<file path="src/rtl/flash_cmd_pkg.sv">
package flash_cmd_pkg;
  localparam int CMD_AW = 15;
  localparam logic [CMD_AW-1:0] KEY_ADDR_A = 15'h5555;
  localparam logic [CMD_AW-1:0] KEY_ADDR_B = 15'h2AAA;

  localparam int OP_PROG = 0;
  localparam int OP_SECT = 1;
  localparam int OP_BLK  = 2;
  localparam int OP_CHIP = 3;
  localparam int OP_N    = 4;

  typedef enum logic [2:0] {
    SQ_IDLE, SQ_UNL1, SQ_UNL2, SQ_PGM_ARM, SQ_ERS_ARM, SQ_ERS_UNL1, SQ_ERS_UNL2
  } seq_state_e;

  typedef enum logic [1:0] {MD_READ, MD_ID, MD_CFI} mode_e;

  typedef struct packed {
    logic at_a;
    logic at_b;
    logic d_aa;
    logic d_55;
    logic d_a0;
    logic d_80;
    logic d_90;
    logic d_98;
    logic d_30;
    logic d_50;
    logic d_10;
  } wr_class_t;
endpackage

</file>
<file path="src/rtl/fcd_match.sv">
module fcd_match
  import flash_cmd_pkg::*;
(
  input  logic [CMD_AW-1:0] addr_lo,
  input  logic [7:0]        data_lo,
  output wr_class_t         cls
);
  always_comb begin
    cls.at_a = (addr_lo == KEY_ADDR_A);
    cls.at_b = (addr_lo == KEY_ADDR_B);
    cls.d_aa = (data_lo == 8'hAA);
    cls.d_55 = (data_lo == 8'h55);
    cls.d_a0 = (data_lo == 8'hA0);
    cls.d_80 = (data_lo == 8'h80);
    cls.d_90 = (data_lo == 8'h90);
    cls.d_98 = (data_lo == 8'h98);
    cls.d_30 = (data_lo == 8'h30);
    cls.d_50 = (data_lo == 8'h50);
    cls.d_10 = (data_lo == 8'h10);
  end
endmodule

</file>
<file path="src/rtl/fcd_seq.sv">
module fcd_seq
  import flash_cmd_pkg::*;
(
  input  logic            clk,
  input  logic            rst,
  input  logic            acc,
  input  wr_class_t       cls,
  output logic [OP_N-1:0] fire,
  output mode_e           mode
);
  seq_state_e state, nxt_state;
  mode_e      nxt_mode;

  always_comb begin
    nxt_state = state;
    nxt_mode  = mode;
    fire      = '0;
    if (acc) begin
      nxt_state = SQ_IDLE;
      case (state)
        SQ_IDLE:
          if (cls.at_a && cls.d_aa) nxt_state = SQ_UNL1;
          else nxt_mode = MD_READ;
        SQ_UNL1:
          if (cls.at_b && cls.d_55) nxt_state = SQ_UNL2;
          else nxt_mode = MD_READ;
        SQ_UNL2:
          if (cls.at_a && cls.d_a0)      nxt_state = SQ_PGM_ARM;
          else if (cls.at_a && cls.d_80) nxt_state = SQ_ERS_ARM;
          else if (cls.at_a && cls.d_90) nxt_mode  = MD_ID;
          else if (cls.at_a && cls.d_98) nxt_mode  = MD_CFI;
          else nxt_mode = MD_READ;
        SQ_PGM_ARM: begin
          fire[OP_PROG] = 1'b1;
          nxt_mode = MD_READ;
        end
        SQ_ERS_ARM:
          if (cls.at_a && cls.d_aa) nxt_state = SQ_ERS_UNL1;
          else nxt_mode = MD_READ;
        SQ_ERS_UNL1:
          if (cls.at_b && cls.d_55) nxt_state = SQ_ERS_UNL2;
          else nxt_mode = MD_READ;
        SQ_ERS_UNL2: begin
          nxt_mode = MD_READ;
          if (cls.d_30)                 fire[OP_SECT] = 1'b1;
          else if (cls.d_50)            fire[OP_BLK]  = 1'b1;
          else if (cls.d_10 && cls.at_a) fire[OP_CHIP] = 1'b1;
        end
        default: nxt_mode = MD_READ;
      endcase
    end
  end

  always_ff @(posedge clk) begin
    if (rst) begin
      state <= SQ_IDLE;
      mode  <= MD_READ;
    end else begin
      state <= nxt_state;
      mode  <= nxt_mode;
    end
  end


  idle_after_fire_chk: assert property (@(posedge clk) disable iff (rst)
    (|fire) |=> (state == SQ_IDLE && mode == MD_READ));
endmodule

</file>
<file path="src/rtl/fcd_launch.sv">
module fcd_launch
  import flash_cmd_pkg::*;
#(
  parameter int ADDR_W   = 19,
  parameter int DATA_W   = 16,
  parameter int SECT_LSB = 11,
  parameter int BLK_LSB  = 15
)(
  input  logic              clk,
  input  logic              rst,
  input  logic [OP_N-1:0]   fire,
  input  logic [ADDR_W-1:0] wr_addr,
  input  logic [DATA_W-1:0] wr_data,
  output logic [OP_N-1:0]   pulses,
  output logic [ADDR_W-1:0] tgt_addr,
  output logic [DATA_W-1:0] tgt_data
);
  logic [ADDR_W-1:0] sect_mask, blk_mask, nxt_addr;

  for (genvar b = 0; b < ADDR_W; b++) begin : g_mask
    assign sect_mask[b] = (b >= SECT_LSB);
    assign blk_mask[b]  = (b >= BLK_LSB);
  end

  always_comb begin
    nxt_addr = wr_addr;
    if (fire[OP_SECT])      nxt_addr = wr_addr & sect_mask;
    else if (fire[OP_BLK])  nxt_addr = wr_addr & blk_mask;
    else if (fire[OP_CHIP]) nxt_addr = '0;
  end

  always_ff @(posedge clk) begin
    if (rst) begin
      pulses   <= '0;
      tgt_addr <= '0;
      tgt_data <= '0;
    end else begin
      pulses <= fire;
      if (|fire) begin
        tgt_addr <= nxt_addr;
        tgt_data <= wr_data;
      end
    end
  end


  one_pulse_chk: assert property (@(posedge clk) disable iff (rst) $onehot0(pulses));

  pulse_width_chk: assert property (@(posedge clk) disable iff (rst)
    (|pulses) |=> !(|pulses));

  chip_addr_chk: assert property (@(posedge clk) disable iff (rst)
    pulses[OP_CHIP] |-> (tgt_addr == '0));
endmodule

</file>
<file path="src/rtl/flash_cmd_decoder.sv">
module flash_cmd_decoder
  import flash_cmd_pkg::*;
#(
  parameter int ADDR_W   = 19,
  parameter int DATA_W   = 16,
  parameter int SECT_LSB = 11,
  parameter int BLK_LSB  = 15
)(
  input  logic              clk,
  input  logic              rst,
  input  logic              wr_valid,
  input  logic [ADDR_W-1:0] wr_addr,
  input  logic [DATA_W-1:0] wr_data,
  input  logic              busy,
  output logic              prog_start,
  output logic              sect_erase_start,
  output logic              blk_erase_start,
  output logic              chip_erase_start,
  output logic [ADDR_W-1:0] tgt_addr,
  output logic [DATA_W-1:0] tgt_data,
  output logic              id_mode,
  output logic              cfi_mode
);
  wr_class_t       cls;
  logic [OP_N-1:0] fire, pulses;
  mode_e           mode;
  logic            acc;

  assign acc = wr_valid && !busy;

  fcd_match u_match (
    .addr_lo(wr_addr[CMD_AW-1:0]),
    .data_lo(wr_data[7:0]),
    .cls    (cls)
  );

  fcd_seq u_seq (
    .clk (clk),
    .rst (rst),
    .acc (acc),
    .cls (cls),
    .fire(fire),
    .mode(mode)
  );

  fcd_launch #(
    .ADDR_W(ADDR_W), .DATA_W(DATA_W), .SECT_LSB(SECT_LSB), .BLK_LSB(BLK_LSB)
  ) u_launch (
    .clk     (clk),
    .rst     (rst),
    .fire    (fire),
    .wr_addr (wr_addr),
    .wr_data (wr_data),
    .pulses  (pulses),
    .tgt_addr(tgt_addr),
    .tgt_data(tgt_data)
  );

  assign prog_start       = pulses[OP_PROG];
  assign sect_erase_start = pulses[OP_SECT];
  assign blk_erase_start  = pulses[OP_BLK];
  assign chip_erase_start = pulses[OP_CHIP];
  assign id_mode          = (mode == MD_ID);
  assign cfi_mode         = (mode == MD_CFI);


  busy_quiet_chk: assert property (@(posedge clk) disable iff (rst)
    busy |=> !(prog_start || sect_erase_start || blk_erase_start || chip_erase_start));

  busy_mode_hold_chk: assert property (@(posedge clk) disable iff (rst)
    busy |=> ($stable(id_mode) && $stable(cfi_mode)));

  mode_excl_chk: assert property (@(posedge clk) disable iff (rst) !(id_mode && cfi_mode));
endmodule

</file>
<file path="config.mk">
export PLATFORM = sky130hd
export DESIGN_NAME = flash_cmd_decoder
export DESIGN_NICKNAME = d
export VERILOG_FILES = /design/src/rtl/flash_cmd_pkg.sv /design/src/rtl/fcd_match.sv /design/src/rtl/fcd_seq.sv /design/src/rtl/fcd_launch.sv /design/src/rtl/flash_cmd_decoder.sv
export SDC_FILE = /design/constraint.sdc
export NUM_CORES = 1
export LEC_CHECK = 0
export BUFFER_PORTS_ARGS = -buffer_cell sky130_fd_sc_hd__buf_4
export CAP_MARGIN = 10
export CORE_MARGIN = 8
export CORE_UTILIZATION = 51
export DETAILED_ROUTE_END_ITERATION = 12
export PLACE_DENSITY = 0.84
export SLEW_MARGIN = 20
export SYNTH_ARGS = -nofsm -noshare
export SYNTH_HDL_FRONTEND = slang
export SYNTH_HIERARCHICAL = 1
export SYNTH_SLANG_ARGS = --single-unit
</file>
<file path="constraint.sdc">
create_clock -name clk -period 5.2 [get_ports clk]
set_input_delay 0.52 -clock clk [delete_from_list [all_inputs] [get_ports clk]]
set_output_delay 0.52 -clock clk [all_outputs]
set_load 0.1 [all_outputs]
</file>
==> impl_results.md, run 1 <==
- Power per Cell Area: 222.8 nW/um2
- DP Worst Slack: 1.916 ns
- Max-slew violations: 0
- Cell Chain, Critical Path: buf_4 > or4_4 > nor4_4 > nor4_1 > and4b_1 > nor4_2 > buf_4 > nand2_1 > a21oi_1
- Clock share of power: 35.8%
- Setup Fix Bufs, Post-CTS: 0
- Yosys reg bits: 44
- Hold buffers post-CTS: 0
- Final worst-path setup slack: ~2.2 ns
- CP startpoint kind: input pin
- Critical path capture point type: register
- Final Hold Viols: 0
- Ant diodes: 0
- Area growth syn-to-layout: 35.80%
- Clk_lat worst skew: 0.29 ns
- Yosys warns: 6
- Critical setup path kind: input pin to register
- Worst rel slew slack: 35.32%
- TNS Setup: 0 ns
- Synth cell count leaders: 44 x dfxtp_1, 43 x nand2_1, 24 x a21oi_1
- Initial core utilization: 53.26%
- Status: finished, final reports clean
- Antenna violations before repair: 0
- Required @ worst endpoint: 5.42 ns
- Antenna-violating nets left: 0
- Port Buffer Count: around 80
- Vias after detailed routing: 1879
- Max cap viols: 0
- Peak supply drop: 0.1360 mV
- Placed cell areas: 2571 um2
- Cells after synthesis: 219
- Mapped cell area: 1964 um2
- Clock transition at path regs: 0.07 ns
- Switching power: 125.3 uW
- Sequential share of the synthesized area: 44.84%
- DIE HEIGHT: 78.06 um
- FMAX: ~0.34 GHz
- Worst Hold Class: input pin to register
- Num rows: 22
- Clock Sinks: 44
- Period utilization: 57.34%
- Final Setup Violations: 0
- GPL Wtd Cong: 0.8655
- Top-count cell post-synth: dfxtp_1
- Worst Max-Slew Pin Slew: 0.9622 ns
- Combinational power share: 7.6%
- Gr usage total: 16.72%
- Layout cells sized above 1: 33.33%
- CTS tree: done
- Post-Syn Nets: 258
- Layout Nets: 335
- Sequential Power Share: 56.6%
- CTS buffer count: 5
- Synth area leaders: dfxtp_1 45%, nand2_1 8.2%, a21oi_1 6.1%
- Detailed Routing Iterations Pass 1: 4
- CTS max path bufs: 2
- Clock skew: 0.002257 ns
- Post-detailed-route DRC marker count: 0
- Slowest-stage cell, CP: nor4_2
- Switch share: a little over a fifth
- Tmin final: 2.982 ns
- CTS root buf: clkbuf_8
- WP data arrival: 3.20 ns
- Ys async rst share: 0%
- Die area: 6093 um2
- Post-DR vias/cell: ~5.4
- Crit path top cell by count: buf_4
- Unique masters post-synth: 40
- Avg WL per Cell: 14.79 um
- Yosys top cell by area: dfxtp_1
- Chip width: 78.06 um
- Overflow after GRT: 0
- Ys flop type: dfxtp_1
- CP max FO: 11
- Ports: 80
- Internal power: between 400 and 500 uW
- Post-synth EDFFs: 0
- Synth top area share: 44.84%
- H-tree depth: 2
- RSZ-0062 raised after global routing: no
- Total power: a little under 600 uW
- CTS resizes: 0
- Design Area, Final: 2668 um2
- First DRT Iteration DRCs: roughly 180
- Core area: roughly 3700 um2
- Peak per-stage delay on the critical path: 0.87 ns
- DP Wirelength: 3.965 mm
- Leakage: 0.001036 uW
- Pin count of the biggest net entering global routing: 33
- Syn Area/Cell: between 8 and 9 um2
- First-pass GRT wire length: 8.576 mm
- Drt total wl: 5.102 mm
- Number of global-route vias before repair: 1941
==> sequential cells by signal (all words and copies together), names as in the netlist <==
name / count
u_launch/tgt_data: 16
u_launch/pulses: 4
u_seq/mode: 2
u_seq/state: 3
u_launch/tgt_addr: 19
==> logic make-up after synthesis <==
family,after synthesis,share of synthesized area (%)
buffers and inverters,15,4.458
and+or+nand+nor,110,33.57
muxes,11,5.605
DFF,44,44.84
AOI/OAI and AO/OA,39,11.53
==> path summary, 6_finish.rpt <==
check | from | end | slack (ns) | cells after the start
max | wr_data[0] | u_launch/tgt_data[2] | 2.22 | 9
min | wr_addr[15] | u_launch/tgt_addr[15] | 0.44 | 2
max reg2reg | u_seq/state[1] | u_launch/tgt_data[2] | 2.85 | 7
min reg2reg | u_launch/tgt_data[3] | u_launch/tgt_data[3] | 0.46 | 2
==> layout make-up <==
cell class,count,area [um2]
Clock buffer,8,90.09
Fill cell,317,1021
Inverter,4,15.01
Multi-Input combinational cell,160,1013
Sequential cell,44,880.8
Tap cell,48,60.06
Timing Repair Buffer,81,608.1
==> metal layers <==
metal / vias to the layer above / routed length [um] / track usage, % / share of wire [%]
li1: 924 / - / - / -
met5: - / 0 / 0 / 0
met2: 70 / 2567 / 29.58 / 50
met4: 0 / 71 / 5.185 / 1.4
met3: 10 / 471 / 6.948 / 9.2
met1: 875 / 1992 / 17.61 / 39
==> metrics by stage <==
step / hold WS, ns / cells / util [%]
2_1_floorplan: 0.4489 / 219 / -
3_3_place_gp: 0.4403 / 337 / 69.71
3_5_place_dp: 0.4461 / 337 / 69.71
4_1_cts: 0.4334 / 345 / 72.15
5_1_grt: 0.4368 / 345 / 72.32
6_report: 0.4404 / 345 / 72.32
==> worst max-delay path, delay by kind of cell <==
family | cells | cell delay (ns)
AO/OA/AOI/OAI | 1 | 0.13
buffers and inverters | 2 | 0.43
AND/OR/NAND/NOR | 6 | 2.13
==> cells in the final DEF (no fill, tap or decap), types with 2 or more instances in the layout <==
| cell | count |
|---|---|
| nor4_1 | 4 |
| a21oi_1 | 24 |
| or4_4 | 2 |
| clkbuf_1 | 2 |
| dfxtp_1 | 44 |
| nand2_1 | 43 |
| o21ai_1 | 2 |
| nand2b_1 | 3 |
| buf_4 | 81 |
| clkbuf_8 | 6 |
| nand3_1 | 2 |
| nand4bb_1 | 5 |
| nor4_2 | 3 |
| nor2b_1 | 7 |
| or2b_1 | 2 |
| or4b_1 | 3 |
| inv_1 | 4 |
| o21ai_0 | 4 |
| nor2_1 | 15 |
| nand4b_1 | 3 |
| or3b_2 | 2 |
| a22o_1 | 5 |
| nor3_1 | 4 |
| mux2i_1 | 11 |
==> power groups by stage <==
stage	Combinational [uW]	Sequential [uW]	Clock, uW
floorplan	14.4	345	0
global placement	44.3	345	0
detailed placement	44.8	345	0
CTS	45.1	336	221
global route	49.2	337	232
finish	45.1	337	213
Power figures use the tool's default switching activity.
==> run 2, diff against run 1 <==
Settings changed: ABC_AREA from default to 1, CORE_UTILIZATION 51 to 45, PLACE_DENSITY 0.84 to 0.76.
Clock period 5.2 ns to 2.41 ns, I/O delays scaled along.
==> impl_results.md, run 2 <==
- Commonest non-fill, non-tap cell in the layout: nor2_1 (was buf_4)
- Ys async rst share: 0% (unchanged)
- Clock transition at path regs: 0.08 ns (was 0.07 ns)
- CTS tree: done (unchanged)
- Sequential share of the synthesized area: 39.53% (was 44.84%)
- GPL Wtd Cong: 0.8596 (was 0.8655)
- TNS Setup: 0 ns (unchanged)
- Core area: 4755 um2 (was 3689 um2)
- Critical path capture point type: register (unchanged)
- Chip width: 86.37 um (was 78.06 um)
- Tmin final: 1.897 ns
- Max-slew violations: 0 (unchanged)
- RSZ-0062 raised after global routing: no (unchanged)
- Leakage: 0.001437 uW (was 0.001036 uW)
- Avg WL per Cell: 12.44 um (was 14.79 um)
- Reg-to-Reg Start: u_seq/state[0] (was u_seq/state[1])
- Clock Sinks: 44 (unchanged)
- Yosys reg bits: 44 (unchanged)
- Post-synth EDFFs: 0 (unchanged)
- Cell Chain, Critical Path: inv_2 > nand3_1 > nor4_1 > buf_4 > nor2_8 > nand2_8 > inv_6 > nor2_1 > nor2_1 (was buf_4 > or4_4 > nor4_4 > nor4_1 > and4b_1 > nor4_2 > buf_4 > nand2_1 > a21oi_1)
- Number of global-route vias before repair: 2040 (was 1941)
- Crit path top cell by count: nor2_1 (was buf_4)
- Most frequent cells in the layout: 87 x nor2_1, 83 x buf_4, 50 x nand2_1 (was 81 x buf_4, 44 x dfxtp_1, 43 x nand2_1)
- Ys flop type: dfxtp_1 (unchanged)
- Clk_lat worst skew: 0.30 ns (was 0.29 ns)
- Yosys top cell by area: dfxtp_1 (unchanged)
- CP startpoint kind: register (was input pin)
- Status: finished, final reports clean (unchanged)
- Ant diodes: 0 (unchanged)
- CP max FO: 36 (was 11)
- Post-DR vias/cell: 4.712 (was 5.446)
- Fill cells: 489 (was 317)
- Drt total wl: 5.883 mm (was 5.102 mm)
- Synth top area share: 39.53% (was 44.84%)
- Final core utilization: 62.47% (was 72.32%)
- Yosys warns: 6 (unchanged)
- FMAX: about 0.53 GHz
- Final Setup Violations: 0 (unchanged)
- H-tree depth: 2 (unchanged)
- Synth cell count leaders: 87 x nor2_1, 50 x nand2_1, 44 x dfxtp_1 (was 44 x dfxtp_1, 43 x nand2_1, 24 x a21oi_1)
- Synth area leaders: dfxtp_1 40%, nor2_1 15%, nand2_1 8.4% (was dfxtp_1 45%, nand2_1 8.2%, a21oi_1 6.1%)
- DIE HEIGHT: 86.37 um (was 78.06 um)
- Min-delay src: wr_data[13] (was wr_addr[15])
- Vias after detailed routing: 2229 (was 1879)
- Critical setup path kind: register to register (was input pin to register)
- Antenna-violating nets left: 0 (unchanged)
- Layout cells sized above 1: 28.57% (was 33.33%)
- Mapped cell area: 2228 um2 (was 1964 um2)
- Power per Cell Area: 495.7 nW/um2 (was 222.8 nW/um2)
- Storage element area: 880.8 um2 (unchanged)
- Detailed Routing Iterations Pass 1: 6 (was 4)
- Initial core utilization: 46.87% (was 53.26%)
- Worst Hold Class: input pin to register (unchanged)
- Top Registers: u_launch/tgt_addr (19), u_launch/tgt_data (16), u_launch/pulses (4) (unchanged)
- Required @ worst endpoint: 2.64 ns (was 5.42 ns)
- Ports: 80 (unchanged)
- Port Buffer Count: 79 (unchanged)
- Clock skew: 0.005670 ns (was 0.002257 ns)
- First DRT Iteration DRCs: 156 (was 178)
- Pin count of the biggest net entering global routing: 37 (was 33)
- Final hold slack: 0.1633 ns (was 0.4404 ns)
- Area growth syn-to-layout: 33.30% (was 35.80%)
- CTS max path bufs: 2 (unchanged)
- Peak per-stage delay on the critical path: 0.49 ns (was 0.87 ns)
- Period utilization: 78.72%
- Top-count cell post-synth: nor2_1 (was dfxtp_1)
- Gr usage total: 15.60% (was 16.72%)
- Post-Syn Nets: 366 (was 258)
- Worst Setup SP: u_seq/state[0] (was wr_data[0])
- Worst Max-Slew Pin Slew: 0.4687 ns (was 0.9622 ns)
- Final Hold Viols: 0 (unchanged)
- Worst rel slew slack: 68.71% (was 35.32%)
- WP data arrival: 2.13 ns (was 3.20 ns)
- Num rows: 25 (was 22)
- Layout Nets: 444 (was 335)
- Max cap viols: 0 (unchanged)
- First-pass GRT wire length: 9.487 mm (was 8.576 mm)
- Unique masters post-synth: 31 (was 40)
- CTS buffer count: 5 (unchanged)
- Cells after synthesis: 327 (was 219)
- CTS root buf: clkbuf_8 (unchanged)
- CTS resizes: 0 (unchanged)
- Syn Area/Cell: 6.815 um2 (was 8.970 um2)
- Peak supply drop: 0.4064 mV (was 0.1360 mV)
- Setup Fix Bufs, Post-CTS: 0 (unchanged)
- Overflow after GRT: 0 (unchanged)
- DP Wirelength: 4.520 mm (was 3.965 mm)
- Multi-input combinational cell area: 1097 um2 (was 1013 um2)
- Largest register FFs: 19 (unchanged)
- Biggest register: u_launch/tgt_addr (unchanged)
- Hold buffers post-CTS: 0 (unchanged)
- Slowest-stage cell, CP: dfxtp_1 (was nor4_2)
- Antenna violations before repair: 0 (unchanged)
- Post-detailed-route DRC marker count: 0 (unchanged)
- Die area: 7460 um2 (was 6093 um2)
-- run 2: cell types whose count changed after synthesis, sizes merged, moves of 6 or more --
cell,previous run,this run
o21ai,6,29
nand2,43,53
inv,4,40
nand3,2,20
a21oi,24,5
o211ai,0,11
nor2,16,94
mux2i,11,0
nor4,8,2
-- run 2: cells by family (layout without fill, tap and decap cells) --
group | count (synthesis) | in the layout | synth area share (%)
and+or+nand+nor | 185 | 185 | 37.90
buffers and inverters | 53 | 132 | 11.23
DFF | 44 | 44 | 39.53
AOI/OAI and AO/OA | 45 | 45 | 11.34
-- run 2: through the flow --
stage | power, uW | std cells | setup WS, ns | area [um2]
2_1_floorplan | 803.7 | 327 | 0.2782 | 2228
3_3_place_gp | 874.8 | 465 | 0.4494 | 2844
3_5_place_dp | 875.6 | 465 | 0.3507 | 2844
4_1_cts | 1488 | 473 | 0.5549 | 2970
5_1_grt | 1535 | 473 | 0.3502 | 2970
6_report | 1472 | 473 | 0.5129 | 2970
-- run 2: worst paths after layout --
check	end	slack, ns	depth (start not counted)
max	u_launch/tgt_data[9]	0.51	9
min	u_launch/tgt_data[13]	0.16	3
max reg2reg	u_launch/tgt_data[9]	0.51	9
min reg2reg	u_launch/tgt_addr[13]	0.48	2
-- run 2: critical path: cells and delay by family (launching register included) --
family / cells / cell delay, ns
flip-flops: 1 / 0.49
AND/OR/NAND/NOR: 6 / 0.87
buffers and inverters: 3 / 0.45
-- run 2: area by class of cell --
| class | count | area share [%] |
|---|---|---|
| flip-flops and latches | 44 | 29.65 |
| clock inverters | 1 | 1.011 |
| inverters | 41 | 5.350 |
| well taps | 67 | 2.822 |
| repair buffers | 83 | 20.98 |
| multi-input cells | 230 | 36.94 |
| clock buffers | 7 | 3.243 |
-- run 2: routing by layer --
layer | part of all wire, % | track usage (%)
met1 | 44 | 18.26
met2 | 47 | 25.28
met3 | 7.9 | 5.955
met4 | 1.3 | 5.477
met5 | 0 | 0
-- run 2: report_power, final --
group          total (uW)  switching (uW)  internal, uW
sequential            729            1.33           728
clock                 614             248           366
combinational         129            70.5          58.6
